--- src/rtl/csc_pkg.sv ---
package csc_pkg;

    typedef enum logic [1:0] {
        ACC_MEM  = 2'd0,
        ACC_IO   = 2'd1,
        ACC_IDE  = 2'd2,
        ACC_RSVD = 2'd3
    } acc_mode_e;

    typedef struct packed {
        logic      tri_pads;
        logic      host_en;
        logic      sw_rst;
        acc_mode_e acc;
    } mode_reg_t;

    localparam int MODE_SWRST_BIT = 3;
    localparam int MODE_HOST_BIT  = 4;
    localparam int MODE_TRI_BIT   = 5;

    localparam int STS_CHG_BIT  = 0;
    localparam int STS_DET1_BIT = 2;
    localparam int STS_DET2_BIT = 3;
    localparam int STS_RDY_BIT  = 5;
    localparam int STS_IORDY_BIT = 6;
    localparam int STS_PRES_BIT = 7;

    localparam int REG_W = 8;

endpackage

--- src/rtl/csc_debounce.sv ---
module csc_debounce #(
    parameter int SYNC_STAGES = 2,
    parameter int DEB_CYC     = 16,
    parameter bit RESET_VAL   = 1'b1
) (
    input  logic clk,
    input  logic rst_n,
    input  logic raw,
    output logic level
);
    localparam int CW = (DEB_CYC > 1) ? $clog2(DEB_CYC) : 1;
    localparam logic [CW-1:0] CNT_MAX = CW'(DEB_CYC - 1);

    typedef struct packed {
        logic [SYNC_STAGES-1:0] sync;
        logic                   stable;
        logic [CW-1:0]          cnt;
    } deb_t;

    deb_t st_d, st_q;
    logic sampled;

    assign sampled = st_q.sync[SYNC_STAGES-1];
    assign level   = st_q.stable;

    always_comb begin
        st_d      = st_q;
        st_d.sync = {st_q.sync[SYNC_STAGES-2:0], raw};
        if (sampled == st_q.stable) begin
            st_d.cnt = '0;
        end else if (st_q.cnt == CNT_MAX) begin
            st_d.stable = sampled;
            st_d.cnt    = '0;
        end else begin
            st_d.cnt = st_q.cnt + 1'b1;
        end
    end

    always_ff @(posedge clk or negedge rst_n) begin
        if (!rst_n) begin
            st_q.sync   <= {SYNC_STAGES{RESET_VAL}};
            st_q.stable <= RESET_VAL;
            st_q.cnt    <= '0;
        end else begin
            st_q <= st_d;
        end
    end

    // level flips only after the counter has run its full window
    assert_level_after_window_R2: assert property (@(posedge clk) disable iff (!rst_n)
        (st_q.stable != $past(st_q.stable)) |-> ($past(st_q.cnt) == CNT_MAX));

    // agreement between sample and level restarts the window
    assert_window_restart_R2: assert property (@(posedge clk) disable iff (!rst_n)
        (sampled == st_q.stable) |=> (st_q.cnt == '0));

endmodule

--- src/rtl/csc_reset_timer.sv ---
module csc_reset_timer #(
    parameter int RST_CYC = 25000
) (
    input  logic clk,
    input  logic rst_n,
    input  logic start,
    input  logic hold,
    output logic rst_out
);
    localparam int TW = $clog2(RST_CYC + 1);
    localparam logic [TW-1:0] LOAD = TW'(RST_CYC);

    typedef struct packed {
        logic [TW-1:0] cnt;
    } tmr_t;

    tmr_t t_d, t_q;

    always_comb begin
        t_d = t_q;
        if (start)
            t_d.cnt = LOAD;
        else if (t_q.cnt != '0)
            t_d.cnt = t_q.cnt - 1'b1;
    end

    always_ff @(posedge clk or negedge rst_n) begin
        if (!rst_n) t_q.cnt <= '0;
        else        t_q     <= t_d;
    end

    assign rst_out = (t_q.cnt != '0) | hold;

    // a start always produces an asserted reset on the next cycle
    assert_start_loads_R4: assert property (@(posedge clk) disable iff (!rst_n)
        start |=> rst_out);

    // the down-counter never exceeds its load value
    assert_cnt_bound_R4: assert property (@(posedge clk) disable iff (!rst_n)
        t_q.cnt <= LOAD);

    // software hold is always visible on the output
    assert_hold_visible_R5: assert property (@(posedge clk) disable iff (!rst_n)
        hold |-> rst_out);

endmodule

--- src/rtl/csc_regs.sv ---
module csc_regs
    import csc_pkg::*;
(
    input  logic             clk,
    input  logic             rst_n,
    input  logic             addr,
    input  logic             we,
    input  logic [REG_W-1:0] wdata,
    input  logic             chg_set,
    input  logic [REG_W-1:0] sts_in,
    output logic [REG_W-1:0] rdata,
    output mode_reg_t        mode
);
    typedef struct packed {
        mode_reg_t        mode;
        logic             chg;
        logic [REG_W-1:0] rdata;
    } regs_t;

    regs_t r_d, r_q;
    logic  clr_hit;
    logic [REG_W-1:0] mode_word;
    logic [REG_W-1:0] sts_word;

    assign clr_hit = we && !addr && wdata[STS_CHG_BIT];

    always_comb begin
        mode_word                 = '0;
        mode_word[1:0]            = r_q.mode.acc;
        mode_word[MODE_SWRST_BIT] = r_q.mode.sw_rst;
        mode_word[MODE_HOST_BIT]  = r_q.mode.host_en;
        mode_word[MODE_TRI_BIT]   = r_q.mode.tri_pads;

        sts_word              = '0;
        sts_word[STS_DET1_BIT]  = sts_in[STS_DET1_BIT];
        sts_word[STS_DET2_BIT]  = sts_in[STS_DET2_BIT];
        sts_word[STS_RDY_BIT]   = sts_in[STS_RDY_BIT];
        sts_word[STS_IORDY_BIT] = sts_in[STS_IORDY_BIT];
        sts_word[STS_PRES_BIT]  = sts_in[STS_PRES_BIT];
        sts_word[STS_CHG_BIT]   = r_q.chg;
    end

    always_comb begin
        r_d = r_q;
        if (we && addr) begin
            r_d.mode.acc      = acc_mode_e'(wdata[1:0]);
            r_d.mode.sw_rst   = wdata[MODE_SWRST_BIT];
            r_d.mode.host_en  = wdata[MODE_HOST_BIT];
            r_d.mode.tri_pads = wdata[MODE_TRI_BIT];
        end
        if (chg_set)
            r_d.chg = 1'b1;
        else if (clr_hit)
            r_d.chg = 1'b0;
        r_d.rdata = addr ? mode_word : sts_word;
    end

    always_ff @(posedge clk or negedge rst_n) begin
        if (!rst_n) begin
            r_q.mode  <= '0;
            r_q.chg   <= 1'b0;
            r_q.rdata <= '0;
        end else begin
            r_q <= r_d;
        end
    end

    assign rdata = r_q.rdata;
    assign mode  = r_q.mode;

    // a set request always leaves the sticky flag high
    assert_chg_set_R7: assert property (@(posedge clk) disable iff (!rst_n)
        chg_set |=> r_q.chg);

    // the flag drops only after a clear write with no concurrent set
    assert_chg_clear_R7: assert property (@(posedge clk) disable iff (!rst_n)
        $fell(r_q.chg) |-> $past(clr_hit && !chg_set));

endmodule

--- src/rtl/cardsock_ctrl.sv ---
module cardsock_ctrl
    import csc_pkg::*;
#(
    parameter int SYNC_STAGES = 2,
    parameter int DEB_CYC     = 16,
    parameter int RST_CYC     = 25000
) (
    input  logic       clk,
    input  logic       rst_n,
    input  logic       det1_n,
    input  logic       det2_n,
    input  logic       card_ready,
    input  logic       io_ready,
    input  logic       reg_addr,
    input  logic       reg_we,
    input  logic [7:0] reg_wdata,
    output logic [7:0] reg_rdata,
    output logic       card_present,
    output logic       detect_evt,
    output logic       card_rst,
    output logic       host_en,
    output logic       pad_oe,
    output logic       xfer_clear,
    output logic       mode_mem,
    output logic       mode_io,
    output logic       mode_ide
);
    localparam int NUM_IN  = 4;
    localparam int NUM_DET = 2;

    logic [NUM_IN-1:0] in_raw;
    logic [NUM_IN-1:0] in_lvl;

    assign in_raw = {io_ready, card_ready, det2_n, det1_n};

    genvar gi;
    generate
        for (gi = 0; gi < NUM_IN; gi++) begin : g_in
            if (gi < NUM_DET) begin : g_det
                csc_debounce #(
                    .SYNC_STAGES(SYNC_STAGES),
                    .DEB_CYC    (DEB_CYC),
                    .RESET_VAL  (1'b1)
                ) u_deb (
                    .clk  (clk),
                    .rst_n(rst_n),
                    .raw  (in_raw[gi]),
                    .level(in_lvl[gi])
                );
            end else begin : g_lvl
                csc_debounce #(
                    .SYNC_STAGES(SYNC_STAGES),
                    .DEB_CYC    (1),
                    .RESET_VAL  (1'b0)
                ) u_deb (
                    .clk  (clk),
                    .rst_n(rst_n),
                    .raw  (in_raw[gi]),
                    .level(in_lvl[gi])
                );
            end
        end
    endgenerate

    typedef struct packed {
        logic pres;
        logic evt;
    } pres_t;

    pres_t     p_d, p_q;
    mode_reg_t mode;
    logic      raw_pres;
    logic      insert_start;
    logic [REG_W-1:0] sts_in;

    assign raw_pres = ~|in_lvl[NUM_DET-1:0];

    always_comb begin
        p_d          = p_q;
        p_d.evt      = 1'b0;
        insert_start = 1'b0;
        if (mode.host_en && (raw_pres != p_q.pres)) begin
            p_d.pres     = raw_pres;
            p_d.evt      = 1'b1;
            insert_start = raw_pres;
        end
    end

    always_ff @(posedge clk or negedge rst_n) begin
        if (!rst_n) begin
            p_q.pres <= 1'b0;
            p_q.evt  <= 1'b0;
        end else begin
            p_q <= p_d;
        end
    end

    always_comb begin
        sts_in                = '0;
        sts_in[STS_DET1_BIT]  = in_lvl[0];
        sts_in[STS_DET2_BIT]  = in_lvl[1];
        sts_in[STS_RDY_BIT]   = in_lvl[2];
        sts_in[STS_IORDY_BIT] = in_lvl[3];
        sts_in[STS_PRES_BIT]  = p_q.pres;
    end

    csc_regs u_regs (
        .clk    (clk),
        .rst_n  (rst_n),
        .addr   (reg_addr),
        .we     (reg_we),
        .wdata  (reg_wdata),
        .chg_set(p_q.evt),
        .sts_in (sts_in),
        .rdata  (reg_rdata),
        .mode   (mode)
    );

    csc_reset_timer #(.RST_CYC(RST_CYC)) u_tmr (
        .clk    (clk),
        .rst_n  (rst_n),
        .start  (insert_start),
        .hold   (mode.sw_rst),
        .rst_out(card_rst)
    );

    assign card_present = p_q.pres;
    assign detect_evt   = p_q.evt;
    assign host_en      = mode.host_en;
    assign pad_oe       = mode.host_en & ~mode.tri_pads;
    assign xfer_clear   = ~mode.host_en;
    assign mode_mem     = (mode.acc == ACC_MEM);
    assign mode_io      = (mode.acc == ACC_IO);
    assign mode_ide     = (mode.acc == ACC_IDE);

    // presence rises only from two low debounced detect levels
    assert_pres_both_low_R1: assert property (@(posedge clk) disable iff (!rst_n)
        $rose(p_q.pres) |-> $past(!in_lvl[0] && !in_lvl[1]));

    // an event is never followed directly by another event
    assert_evt_single_R3: assert property (@(posedge clk) disable iff (!rst_n)
        p_q.evt |=> !p_q.evt);

    // card reset is driven in the cycle presence rises
    assert_rst_on_insert_R4: assert property (@(posedge clk) disable iff (!rst_n)
        $rose(p_q.pres) |-> card_rst);

    // presence stays frozen while the host is disabled
    assert_frozen_disabled_R9: assert property (@(posedge clk) disable iff (!rst_n)
        !mode.host_en |=> $stable(p_q.pres));

    // at most one mode decode is active
    assert_mode_onehot_R6: assert property (@(posedge clk) disable iff (!rst_n)
        $onehot0({mode_mem, mode_io, mode_ide}));

endmodule

--- config.mk ---
export PLATFORM = sky130hd
export DESIGN_NAME = cardsock_ctrl
export DESIGN_NICKNAME = d
export VERILOG_FILES = /design/src/rtl/csc_pkg.sv /design/src/rtl/csc_debounce.sv /design/src/rtl/csc_reset_timer.sv /design/src/rtl/csc_regs.sv /design/src/rtl/cardsock_ctrl.sv
export SDC_FILE = /design/constraint.sdc
export NUM_CORES = 1
export LEC_CHECK = 0
export BUFFER_PORTS_ARGS = -buffer_cell sky130_fd_sc_hd__buf_2
export CORE_AREA = 2 2 98 53
export CTS_BUF_LIST = sky130_fd_sc_hd__clkbuf_8
export DETAILED_ROUTE_END_ITERATION = 6
export DIE_AREA = 0 0 100 55
export GPL_TIMING_DRIVEN = 0
export PLACE_DENSITY = 0.77
export SLEW_MARGIN = 15
export SYNTH_ARGS = -nofsm -noshare
export SYNTH_HDL_FRONTEND = slang
export SYNTH_SLANG_ARGS = --single-unit
--- constraint.sdc ---
create_clock -name clk -period 2.55 [get_ports clk]
set_clock_uncertainty 0.15 [all_clocks]
set_input_delay 0.1275 -clock clk [delete_from_list [all_inputs] [get_ports clk]]
set_output_delay 0.1275 -clock clk [all_outputs]
set_load 0.05 [all_outputs]
==> results.env <==
RUN_STATUS='completed'
SETUP.WORST_PATH.END_CLASS='primary output'
INITIALDRTVIOLATIONCOUNT=60
MOSTFREQUENTLAYOUTCELLS='45 x dfrtp_1, 28 x buf_2, 16 x nor2_1'
CTS_HOLD_REPAIR.BUFFERS=11
PATH_BUF_INV=2
POST-CTS-SETUP-BUFFER-COUNT=0
HOLDCRITPATHCLASS='primary input to flop'
TIMING.CRITICAL_PATH.CELLS='inv_1 > ha_1 > nor4b_4 > nand2_1 > or3_1 > buf_2'
DRT_DRC_VIOLATIONS_LEFT=0
DP_HPWL_MM=2.753
GRT_UTIL_ALL_LAYERS=0.1647
FILLCELLCOUNT=402
CLOCK_INSERTION_DELAY_WORST_SKEW_PS=310
CTS.ROOT.BUFFER_CELL='clkbuf_8'
GRT_START_MAX_NET_PINS=52
REPORT.POWER.TOTAL_mW=2.237
ROW_COUNT=18
CHIPWIDTH_UM=100
GRT_PASS1_WL_MM=6.706
SEQ_AREA_FRAC_SYNTH=0.5729
POST-ROUTE-MIN-PERIOD_PS=2309
YOSYSUNIQUECELLTYPES=44
GRT_REMAINING_OVERFLOW=0
CLK_TRANSITION_REPORTED_PATHS_PS=90
SYNTHCELLS=192
SLOWEST_CELL_ON_THE_CRITICAL_PATH='dfrtp_1'
CTS_INSERTED_BUFFERS=5
FINAL_CRITICAL_PATH_SHARE_OF_THE_CLOCK_PERIOD=0.9054
POSTROUTEWIRELENGTH_MM=3.999
REPORT.FINAL.SETUP_VIOL=0
CRIT_FANOUT=7
CP.ARRIVAL_PS=2030
CAP_VIOL_MAX_COUNT=0
TOTAL_I_O_PIN_COUNT=33
CRITICAL_PATH.STARTPOINT_TYPE='flop'
CRIT_FAMILY='simple AND/OR/NAND/NOR gates'
HTREE_NUM_LEVELS=2
SLEW_HEADROOM=0.5869
DIE_HEIGHT_UM=55
SETUP_TOTAL_NEGATIVE_SLACK_PS=0
DETAILEDROUTE.FIRSTPASSITERATIONCOUNT=4
TIMING.FMAX_MHz=433.2
BUFFER_PORTS.INSERTED=28
SYNTH_ASYNC_SR_FLOP_SHARE=1.000
DETAIL_ROUTE.VIAS_PER_CELL=5.207
CLOCK_SINKS=51
AREA.GROWTH.SYNTH_TO_FINAL_PCT=20.04
COREAREA_UM2=4684
FINALHOLDVIOLCOUNT=0
R2R_SETUP_SLACK_PS=490
CLOCK_PATH_BUFFERS=2
DR_TOTAL_VIAS=1557
CRIT_PATH_START='u_tmr.t_q[0]$_DFFE_PN0P_'
CRITICALPATHCATEGORY='flop to primary output'
INITIAL_UTIL=0.4784
R2R_START='u_tmr.t_q[0]$_DFFE_PN0P_'
GRT_ANTENNA_BEFORE_REPAIR=0
DRIVE_ABOVE_1_SHARE=0.2971
FINALWEIGHTEDCONGESTION=0.9140
SYNTHDOMINANTCELLAREASHARE=0.5025
SYNTH.LARGEST_AREA_CELL='dfrtp_1'
CTS_RESIZED=0
LEAKAGE_COMPONENT_OF_THE_POWER_nW=1.186
WORST_PATH_LARGEST_CELL_DELAY_PS=420
DIEAREA_UM2=5500
GRT_PASS1_VIAS=1376
SYNTHTOPCELLSBYAREA='dfrtp_1 50%, dfstp_2 7.0%, mux2_2 5.5%'
SYNTHESIS_WARNING_TOTAL=0
DRT-WIRELENGTH-PER-CELL_UM=13.37
GRT_SETUP_UNREPAIRED='false'
CRITPATHREQUIREDTIME_PS=2270
DRV_SLEW=0
EDFF_COUNT_SYNTH=0
WORSTMARGINPINSLEW_PS=619.7
ANTENNA-DIODE-COUNT=0
TIMING.FINAL.WS_SETUP_PS=241.3
POSTSYNTHAREAPERCELL_UM2=11.67
SYNTH_NETS=211
ANTENNA_LEFT=0
HOLD_PATH.STARTPOINT='reg_addr'
VDD.IR_DROP.WORST_mV=0.4841
MOST_FREQUENT_STANDARD_CELL_IN_THE_LAYOUT_EXCLUDING_FILL_AND_TAP_CELLS='dfrtp_1'
CTS_TREE='done'
SETUP_SLACK_AFTER_PLACEMENT_PS=528.4
POWER_DENSITY_nW_PER_UM2=831.4
POST_SYNTH_INSTANCE_AREA_UM2=2241
POSTSYNTH.TOPFLOPCELL='dfrtp_1'
FIN_NETS=257
POSTSYNTHREGISTERBITS=51
kinds of logic (layout without fill, tap and decap cells):
family	Yosys count	in the layout	share of synthesized area
XOR/XNOR	5	5	0.01954
AO/OA/AOI/OAI	28	28	0.07259
adder cells (fa/ha/maj)	3	3	0.01675
multiplexers	12	12	0.05974
flip-flops	51	51	0.5729
AND/OR/NAND/NOR	74	74	0.2127
buffers and inverters	19	66	0.04578
area by class of cell:
type,instances,area (um^2),share of cell area
timing repair buffer,39,252.7,0.09395
tap,60,75.07,0.02791
clock inverter,2,38.79,0.01442
inverter,6,22.52,0.008372
buffer,13,80.08,0.02977
clock buffer,6,82.58,0.03070
sequential,51,1284,0.4772
multi-input combinational,122,854.6,0.3177
cell usage after synthesis (all sizes together) (2+ instances only):
cell type and number:
and3 2, and4 2, nor3 5, nor2b 7, and2 2, a211o 2, dfstp 6, a21o 2
nand4 5, inv 6, nand3 6, or3 3, nor3b 3, clkbuf 4, xnor2 5, ha 3
buf 9, nor4b 2, nand4b 2, a21oi 12, mux2 11, o21ai 8, nor2 16, nor4 4
dfrtp 45, nand2 9, or3b 2
worst reg2reg max path: cells and delay by family (launching register included):
| family | cells | cell delay, ps |
|---|---|---|
| and+or+nand+nor | 2 | 510 |
| DFF | 1 | 420 |
| buffers and inverters | 2 | 310 |
| AOI/OAI and AO/OA | 2 | 300 |
| adders and majority gates | 1 | 280 |
per-layer routing:
layer	routed length, um	GRT usage
met1	2173	0.2508
met2	1602	0.2320
met3	187	0.04523
met4	36	0.04110
met5	0	0
state kept, by name (all words and copies together) (netlist names):
register,flops
u_tmr.t_q,15
g_in.g_lvl.u_deb.sampled,2
g_in.g_lvl.u_deb.level,2
g_in.g_det.u_deb.sampled,2
g_in.g_det.u_deb.st_d,2
card_present,1
detect_evt,1
g_in.g_det.u_deb.level,2
g_in.g_lvl.u_deb.st_d,2
g_in.g_det.u_deb.st_q,8
u_regs.r_q,1
u_regs.mode,5
u_regs.rdata,8
per-stage QoR:
step	instances	util	instance area [um^2]	hold WS [ps]
6_report	299	0.5743	2690	95.82
5_1_grt	299	0.5743	2690	125.0
4_1_cts	299	0.5737	2688	91.06
3_5_place_dp	280	0.5243	2456	84.72
3_3_place_gp	280	0.5243	2456	82.14
2_1_floorplan	192	-	2241	-318.1
final timing paths:
kind / endpoint / depth (start not counted)
worst max-delay path: card_rst / 6
worst min-delay path: u_regs.rdata[2]$_DFF_PN0_ / 2
worst max register to register: u_tmr.t_q[5]$_DFFE_PN0P_ / 7
worst min register to register: g_in[2].g_lvl.u_deb.sampled$_DFF_PN0_ / 0
max in group asynchronous: g_in[3].g_lvl.u_deb.sampled$_DFF_PN0_ / 2
min in group asynchronous: u_tmr.t_q[14]$_DFFE_PN0P_ / 2
power by group:
group	leakage, nW	total, mW	internal, mW	switching [mW]
logic	0.508	0.513	0.219	0.295
clock network	0.0618	0.595	0.323	0.272
registers	0.616	1.13	0.943	0.185
total	1.19	2.24	1.48	0.752
Power figures use the tool's default switching activity.
